File: src/rtl/flash_fe_pkg.sv
`timescale 1ns/1ps
package flash_fe_pkg;
  typedef enum logic [2:0] {
    OP_STANDBY = 3'd0,
    OP_READ    = 3'd1,
    OP_WRITE   = 3'd2,
    OP_ODIS    = 3'd3,
    OP_RESET   = 3'd4
  } bus_op_e;
endpackage

File: src/rtl/flash_fe_decode.sv
`timescale 1ns/1ps
// Pin-level classification into one bus operation (combinational).
module flash_fe_decode
  import flash_fe_pkg::*;
(
  input  logic    chip_en_n,
  input  logic    out_en_n,
  input  logic    wr_en_n,
  input  logic    hw_rst_n,
  output bus_op_e op
);
  always_comb begin
    if (!hw_rst_n)                 op = OP_RESET;
    else if (chip_en_n)            op = OP_STANDBY;
    else if (!out_en_n && wr_en_n) op = OP_READ;
    else if (out_en_n && !wr_en_n) op = OP_WRITE;
    else                           op = OP_ODIS;  // both high, or contention
  end
endmodule

File: src/rtl/flash_fe_lanes.sv
`timescale 1ns/1ps
// Registered read datapath: lane enables and word/byte steering.
module flash_fe_lanes
  import flash_fe_pkg::*;
#(
  parameter int DW = 16
) (
  input  logic          clk,
  input  logic          rst,
  input  bus_op_e       op,
  input  logic          word_mode,
  input  logic          byte_hi,
  input  logic [DW-1:0] arr_rdata,
  output logic [DW-1:0] dq_out,
  output logic          oe_lo,
  output logic          oe_mid,
  output logic          oe_top
);
  localparam int HALF = DW / 2;

  logic          is_read;
  logic [DW-1:0] rd_next;

  assign is_read = (op == OP_READ);

  always_comb begin
    if (!is_read)       rd_next = '0;
    else if (word_mode) rd_next = arr_rdata;
    else if (byte_hi)   rd_next = {{(DW-HALF){1'b0}}, arr_rdata[DW-1:HALF]};
    else                rd_next = {{(DW-HALF){1'b0}}, arr_rdata[HALF-1:0]};
  end

  always_ff @(posedge clk) begin
    if (rst) begin
      dq_out <= '0;
      oe_lo  <= 1'b0;
      oe_mid <= 1'b0;
      oe_top <= 1'b0;
    end else begin
      dq_out <= rd_next;
      oe_lo  <= is_read;
      oe_mid <= is_read && word_mode;
      oe_top <= is_read && word_mode;
    end
  end
endmodule

File: src/rtl/flash_fe_wrcap.sv
`timescale 1ns/1ps
// Write strobe capture, end-of-strobe detection and sector protection.
module flash_fe_wrcap
  import flash_fe_pkg::*;
#(
  parameter int AW        = 20,
  parameter int DW        = 16,
  parameter int SECT_BITS = 4,
  parameter int PROT_MODE = 2   // 0: lowest sector, 1: highest, 2: both
) (
  input  logic          clk,
  input  logic          rst,
  input  bus_op_e       op,
  input  logic          word_mode,
  input  logic          wr_prot_n,
  input  logic [AW-1:0] addr_in,
  input  logic [DW-1:0] dq_in,
  output logic          wr_done,
  output logic [DW-1:0] hold_data,
  output logic          cmd_valid,
  output logic [AW:0]   cmd_addr,
  output logic [DW-1:0] cmd_data,
  output logic          cmd_prot
);
  localparam int HALF = DW / 2;

  logic [SECT_BITS-1:0] sect;
  logic                 sect_hit;
  logic                 wr_q;
  logic [AW:0]          hold_addr;
  logic                 hold_prot;

  assign sect = addr_in[AW-1 -: SECT_BITS];

  generate
    if (PROT_MODE == 0) begin : g_prot_low
      assign sect_hit = (sect == '0);
    end else if (PROT_MODE == 1) begin : g_prot_high
      assign sect_hit = (sect == '1);
    end else begin : g_prot_both
      assign sect_hit = (sect == '0) || (sect == '1);
    end
  endgenerate

  // Strobe ended cleanly: last cycle was a write, this one neither write nor reset.
  assign wr_done = wr_q && (op != OP_WRITE) && (op != OP_RESET);

  always_ff @(posedge clk) begin
    if (rst) begin
      wr_q      <= 1'b0;
      hold_addr <= '0;
      hold_data <= '0;
      hold_prot <= 1'b0;
      cmd_valid <= 1'b0;
      cmd_addr  <= '0;
      cmd_data  <= '0;
      cmd_prot  <= 1'b0;
    end else begin
      wr_q      <= (op == OP_WRITE);
      cmd_valid <= wr_done;
      if (op == OP_WRITE) begin
        hold_addr <= word_mode ? {addr_in, 1'b0} : {addr_in, dq_in[DW-1]};
        hold_data <= word_mode ? dq_in : {{(DW-HALF){1'b0}}, dq_in[HALF-1:0]};
        hold_prot <= !wr_prot_n && sect_hit;
      end
      if (wr_done) begin
        cmd_addr <= hold_addr;
        cmd_data <= hold_data;
        cmd_prot <= hold_prot;
      end else begin
        cmd_prot <= 1'b0;
      end
    end
  end
endmodule

File: src/rtl/flash_fe_mode.sv
`timescale 1ns/1ps
// Command register; read-array mode after any reset.
module flash_fe_mode #(
  parameter int          CW       = 8,
  parameter logic [CW-1:0] READ_CMD = 8'hF0
) (
  input  logic          clk,
  input  logic          rst,
  input  logic          hw_rst_n,
  input  logic          wr_done,
  input  logic [CW-1:0] cmd_byte,
  output logic          read_mode
);
  logic [CW-1:0] cmd_reg;

  always_ff @(posedge clk) begin
    if (rst || !hw_rst_n) cmd_reg <= READ_CMD;
    else if (wr_done)     cmd_reg <= cmd_byte;
  end

  assign read_mode = (cmd_reg == READ_CMD);
endmodule

File: src/rtl/flash_fe.sv
`timescale 1ns/1ps
module flash_fe
  import flash_fe_pkg::*;
#(
  parameter int AW        = 20,
  parameter int DW        = 16,
  parameter int SECT_BITS = 4,
  parameter int PROT_MODE = 2
) (
  input  logic          clk,
  input  logic          rst,
  input  logic          chip_en_n,
  input  logic          out_en_n,
  input  logic          wr_en_n,
  input  logic          hw_rst_n,
  input  logic          wr_prot_n,
  input  logic          word_mode,
  input  logic [AW-1:0] addr_in,
  input  logic [DW-1:0] dq_in,
  input  logic [DW-1:0] arr_rdata,
  output logic [AW-1:0] arr_addr,
  output logic [DW-1:0] dq_out,
  output logic          lane_oe_lo,
  output logic          lane_oe_mid,
  output logic          lane_oe_top,
  output logic [2:0]    bus_op,
  output logic          cmd_valid,
  output logic [AW:0]   cmd_addr,
  output logic [DW-1:0] cmd_data,
  output logic          cmd_prot,
  output logic          read_mode
);
  localparam int HALF = DW / 2;

  bus_op_e       op;
  bus_op_e       op_q;
  logic          wr_done;
  logic [DW-1:0] hold_data;

  assign arr_addr = addr_in;

  flash_fe_decode u_decode (
    .chip_en_n (chip_en_n),
    .out_en_n  (out_en_n),
    .wr_en_n   (wr_en_n),
    .hw_rst_n  (hw_rst_n),
    .op        (op)
  );

  flash_fe_lanes #(.DW(DW)) u_lanes (
    .clk       (clk),
    .rst       (rst),
    .op        (op),
    .word_mode (word_mode),
    .byte_hi   (dq_in[DW-1]),
    .arr_rdata (arr_rdata),
    .dq_out    (dq_out),
    .oe_lo     (lane_oe_lo),
    .oe_mid    (lane_oe_mid),
    .oe_top    (lane_oe_top)
  );

  flash_fe_wrcap #(
    .AW(AW), .DW(DW), .SECT_BITS(SECT_BITS), .PROT_MODE(PROT_MODE)
  ) u_wrcap (
    .clk       (clk),
    .rst       (rst),
    .op        (op),
    .word_mode (word_mode),
    .wr_prot_n (wr_prot_n),
    .addr_in   (addr_in),
    .dq_in     (dq_in),
    .wr_done   (wr_done),
    .hold_data (hold_data),
    .cmd_valid (cmd_valid),
    .cmd_addr  (cmd_addr),
    .cmd_data  (cmd_data),
    .cmd_prot  (cmd_prot)
  );

  flash_fe_mode #(.CW(HALF)) u_mode (
    .clk       (clk),
    .rst       (rst),
    .hw_rst_n  (hw_rst_n),
    .wr_done   (wr_done),
    .cmd_byte  (hold_data[HALF-1:0]),
    .read_mode (read_mode)
  );

  always_ff @(posedge clk) begin
    if (rst) op_q <= OP_STANDBY;
    else     op_q <= op;
  end

  assign bus_op = op_q;
endmodule

File: config.mk
export PLATFORM = sky130hd
export DESIGN_NAME = flash_fe
export DESIGN_NICKNAME = d
export VERILOG_FILES = /design/src/rtl/flash_fe_pkg.sv /design/src/rtl/flash_fe_decode.sv /design/src/rtl/flash_fe_lanes.sv /design/src/rtl/flash_fe_wrcap.sv /design/src/rtl/flash_fe_mode.sv /design/src/rtl/flash_fe.sv
export SDC_FILE = /design/constraint.sdc
export NUM_CORES = 1
export LEC_CHECK = 0
export BUFFER_PORTS_ARGS = -buffer_cell sky130_fd_sc_hd__buf_2
export CORE_MARGIN = 8
export CORE_UTILIZATION = 49
export CTS_BUF_LIST = sky130_fd_sc_hd__clkbuf_4 sky130_fd_sc_hd__clkbuf_8 sky130_fd_sc_hd__clkbuf_16
export DETAILED_ROUTE_END_ITERATION = 12
export GPL_ROUTABILITY_DRIVEN = 0
export MAX_ROUTING_LAYER = met4
export PLACE_DENSITY = 0.87
export SYNTH_ARGS = -nofsm -noshare
export SYNTH_HDL_FRONTEND = slang
export SYNTH_SLANG_ARGS = --single-unit
File: constraint.sdc
create_clock -name clk -period 1.39 [get_ports clk]
set_input_delay 0.139 -clock clk [delete_from_list [all_inputs] [get_ports clk]]
set_output_delay 0.139 -clock clk [all_outputs]
set_load 0.01 [all_outputs]
**Word-level counts from Yosys, hierarchy flattened**

Index checks and enable logic that the tools add are counted.

- Register bits after elaboration: 107
- Bits of input ports: 60
- Output and inout bits: 82
- Logic and storage cells: 44

- Equality and inequality tests: 6
- Muxes and demuxes: 8
- Bitwise gates (word level): 2
- Reductions and logical operators: 15

Operators by type and width:

| cell | number |
|---|---|
| 2-to-1 mux 16 bit | 2 |
| 2-to-1 mux 3 bit | 3 |
| == test 8 bit, second input constant | 1 |
| 2-to-1 mux 8 bit | 1 |
| logical AND 1 bit | 6 |
| == test 4 bit, second input constant | 1 |
| zero test 1 bit | 4 |
| zero test 4 bit | 1 |
| OR reduction 2 bit | 2 |
| == test 3 x 1 -> 1 bit, second input constant | 1 |
| == test 3 x 2 -> 1 bit, second input constant | 1 |
| != test 3 x 2 -> 1 bit, second input constant | 1 |
| != test 3 bit, second input constant | 1 |
| logical OR 1 bit | 2 |
| 2-to-1 mux 1 bit | 2 |
| inverter 1 bit | 2 |

**Logic depth before layout (Yosys ltp)**

- Word-level depth: 11
- Depth in mapped cells: 5
- Depth with buffers taken out: 3

**Cells and area by module**

Synthesis repeated with hierarchy kept, for this count alone.

- Cell total of the unflattened synthesis: 553
- Area total of the unflattened synthesis: 4,893.4 sq um

By module, submodules not included:

| module | times used | cells each | area each (sq um) | seq. area each (sq um) |
|---|---|---|---|---|
| flash_fe_wrcap | 1 | 442 | 3,752.3 | 1,561.5 |
| flash_fe_lanes | 1 | 49 | 579.3 | 360.3 |
| flash_fe_mode | 1 | 30 | 305.3 | 160.2 |
| flash_fe | 1 | 26 | 229.0 | 60.1 |
| flash_fe_decode | 1 | 6 | 27.5 | 0.0 |

**Least setup slack after synthesis**

OpenSTA, ideal clock, no wires.

- Path kind: in2reg
- Start point: input port addr_in[16]
- End point: register u_wrcap.hold_prot
- Data arrival time: 1.044 ns
- Path slack: 0.279 ns
- Stages: 3
- Buffers on the path: 0
- Cell sequence: or4_1 a211o_1 a21oi_2

- Longest elaborated chain between the ends: 3

Ends and longest elaborated chain:

| what | line | text |
|---|---|---|
| start, declared | flash_fe.sv:18 | `input logic [AW-1:0] addr_in,` |
| == test 4 bit / zero test 4 bit (equally long branches) | flash_fe_wrcap.sv:41 | `assign sect_hit = (sect == '0) \|\| (sect == '1);` |
| logical OR 1 bit * | flash_fe_wrcap.sv:41 |  |
| logical AND 1 bit * | flash_fe_wrcap.sv:64 | `hold_prot <= !wr_prot_n && sect_hit;` |
| end signal, assigned | flash_fe_wrcap.sv:64 |  |
| end, declared | flash_fe_wrcap.sv:31 | `logic hold_prot;` |

Mark *: on every way between the ends. The rest lies on a longest branch, timed or not.
A chain may end at the register's enable or synchronous reset.

**Worst setup path after layout**

- Start point: register u_mode.cmd_reg[3]
- End point: output port read_mode

- Longest elaborated chain between the ends: 1

Ends and longest elaborated chain:

| what | line | text |
|---|---|---|
| start, declared | flash_fe_mode.sv:14 | `logic [CW-1:0] cmd_reg;` |
| start signal, assigned | flash_fe_mode.sv:18 | `else if (wr_done) cmd_reg <= cmd_byte;` |
| == test 8 bit | flash_fe_mode.sv:21 | `assign read_mode = (cmd_reg == READ_CMD);` |
| end, declared | flash_fe.sv:31 | `output logic read_mode` |

Every way passes these cells.

==> results.md <==
* CTS tree: yes
* RR Endpoint: u_wrcap.cmd_data[6]$_SDFFE_PP0P_
* Post-Synth Simple-Gate Area at 19.7%
* Finished Core Util at 64.9%
* WP data arrival at 1.44 ns
* Tot GR Track Use at 20.3%
* WL/cell at 16.5 um
* Number of synthesized register bits at 107
* Hold depth at 3
* XOR/XNOR Fraction of Synth Area at 0%
* Startpoint Class: flip-flop
* Final hold viol count at 0
* Setup crit end kind: primary output
* Root Buffer Master: clkbuf_8
* Synth Area in Adders at 0%
* Clock sinks at 107
* Hold Startpoint: dq_in[1]
* Layout cells sized above 1 at 30.6%
* Final WL at 11.4 mm
* Ranking of synthesized cells by area: dfxtp_1 54%, a21oi_1 9.0%, nand2_1 7.9%, o21ai_0 4.8%, nand3_1 4.3%
* Most numerous cell in the Yosys netlist: dfxtp_1
* Post-CTS Setup Bufs at 0
* Multiplexer share of the synthesized area at 0%
* Fmax at 632 MHz
* Layout net count at 644
* Sequential area share after synthesis at 54.2%
* Initial antenna violation count at 0
* Largest regs: u_wrcap.cmd_addr (21), u_wrcap.hold_addr (21)
* Leak at 2.14 nW
* Crit share post-route at 114%
* Clk_lat worst skew at 0.37 ns
* Crit-path cells: or4_4 > nor2_4 > buf_6
* DRT antenna net count at 0
* Crit path launch: u_mode.cmd_reg[3]$_SDFFE_PP0P_
* GRT overflow at 0
* Worst EP required at 1.25 ns
* Final worst setup slack at -0.192 ns
* Antenna diodes at 0
* FP Rows at 32
* Clock Skew at 0.00662 ns
* Starting DRT DRC Count at 177
* Synth warn at 0
* Max Buffers Root-to-Sink at 2
* Die width at 106 um
* DRC viols at 0
* First-pass GRT wire length at 18.0 mm
* Complex-gate fraction of the synthesized area at 17.2%
* Die height at 106 um
* Primary FF master, synth: dfxtp_1
* Vias in the first global route at 3629
* Crit-path slowest cell: or4_4
* Max H-tree Level at 3
* Worst Max-Slew Pin Slew at 0.607 ns
* Port bufs at 141
* Core area at 7770 sq um
* Commonest cells post-synth: 107 x dfxtp_1, 83 x nand2_1, 71 x a21oi_1, 38 x o21ai_0, 34 x nand3_1
* WHS Endpoint: u_wrcap.hold_data[1]$_SDFFE_PP0P_
* Largest area contributor in the netlist: dfxtp_1
* Failing checks: setup timing
* RSZ-0062 raised after global routing: yes
* # IOs at 142
* Synth Instances at 449
* Crit path max fanout at 2
* DR pass1 iterations at 4
* PwrDens at 1060 nW/um^2
* CP Class: flip-flop to primary output
* Netlist cell types at 32
* Clock-pin transition on the worst setup and hold timing paths at 0.10 ns
* Max_slew headroom at 59.4%
* Combinational family with the most area after synthesis: simple AND/OR/NAND/NOR gates
* Max cap viols at 0
* TritonCTS buffer count at 9
* EDFF count, synth at 0
* Pin count of the biggest net entering global routing at 47
* Final Slew Violations at 0
* Tightest Hold Check Type: primary input to flip-flop
* Via density per instance at 5.32
* Slowest stage delay, CP at 0.54 ns
* Max VDD drop at 0.562 mV
* Reg2reg start: u_wrcap.wr_q$_SDFF_PP0_
* Yosys top cell area share at 54.2%
* Status: complete, but fails checks
* R2r worst-path depth at 4
* Syn_nets at 509
* Hpwl dp at 7.70 mm
* Reg-to-reg slack, setup at 0.17 ns
* Tmin final at 1.58 ns
* Avg Cell Area, Syn at 8.79 sq um
* Syn Std Cell Area at 3950 sq um
* Initial Utilization at 50.8%
* Area Overhead vs Synth at 27.6%
* Die area at 11200 sq um
* Via count at 3679
* Final setup vio count at 1
* Setup TNS at -0.192 ns
* Async S/R FF share, synth at 0%
report_power, final:
part	internal, mW	leakage [nW]	switching [mW]	total, mW
Combinational	0.194	1.19	0.228	0.423
Sequential	3.09	0.865	0.0149	3.11
Clock	0.719	0.0944	1.08	1.79
metrics by stage:
stage	instance area [sq um]	hold WS, ns	power, mW	setup WS [ns]	cells
5_1_grt	5040	0.00488	5.52	-0.237	691
3_3_place_gp	4570	0.354	3.53	0.141	649
6_report	5040	0.00518	5.33	-0.192	691
3_5_place_dp	4570	0.359	3.54	0.0791	649
4_1_cts	5010	0.000307	5.33	-0.236	690
2_1_floorplan	3950	0.211	3.39	0.279	449
cell families after synthesis:
family / count (synthesis)
compound gates: 125
buf+inv: 57
flops: 107
simple gates: 160
worst max path at each step:
stage,endpoint,slack [ns],depth (start not counted)
5_1_grt,read_mode,-0.24,3
4_1_cts,read_mode,-0.24,3
3_5_place_dp,u_wrcap.cmd_data[2]$_SDFFE_PP0P_,0.08,5
2_1_floorplan,u_wrcap.hold_prot$_SDFFE_PP0P_,0.28,3
6_report,read_mode,-0.19,3
3_3_place_gp,u_wrcap.hold_prot$_SDFFE_PP0P_,0.14,4
routing by layer:
| metal | share of wire [%] | up-vias | global-route usage (%) |
|---|---|---|---|
| met5 | 0 | - | - |
| met1 | 42 | 1707 | 23.6 |
| met2 | 49 | 163 | 32.8 |
| met3 | 5.9 | 31 | 3.90 |
| met4 | 3.3 | 0 | 10.2 |
| li1 | - | 1778 | - |
placed cells by master, fill, tap and decap left out, types with 2 or more instances in the layout:
master | Yosys | final
o21ai_1 | 3 | 3
dlygate4sd3_1 | 0 | 26
nand4_1 | 6 | 6
clkbuf_8 | 0 | 10
a21oi_1 | 71 | 71
dfxtp_1 | 107 | 105
nor2_1 | 3 | 2
buf_12 | 0 | 3
buf_2 | 15 | 140
nand2b_1 | 6 | 6
o21ai_0 | 38 | 38
nor2b_1 | 4 | 4
nor2_2 | 2 | 2
a221o_1 | 4 | 4
nand2_1 | 83 | 83
a22o_1 | 7 | 7
dfxtp_2 | 0 | 2
and2_1 | 10 | 10
nand3_1 | 34 | 34
clkinv_4 | 0 | 3
nor3_1 | 2 | 2
and3_1 | 2 | 2
buf_4 | 22 | 10
timing repair:
item	CTS	global route
hold endpoints to repair	25	1
gates resized for setup	1	5
endpoints found under the setup margin	1	1
pin swaps	2	1
hold buffers	25	1
worst max-delay path: cells and delay by family (launching register included):
family / cells / cell delay (ns)
buffers and inverters: 1 / 0.10
flip-flops: 1 / 0.33
AND/OR/NAND/NOR: 2 / 0.64
layout make-up:
class                      count  area, sq um
fill                         638         2730
sequential                   107         2140
clock inverter                 6         50.0
multi-input combinational    285         1470
timing repair buffer         180         1110
tap                          102          128
clock buffer                  10          138
inverter                       1         3.75
Note: power is estimated with default switching activity, not from simulation.
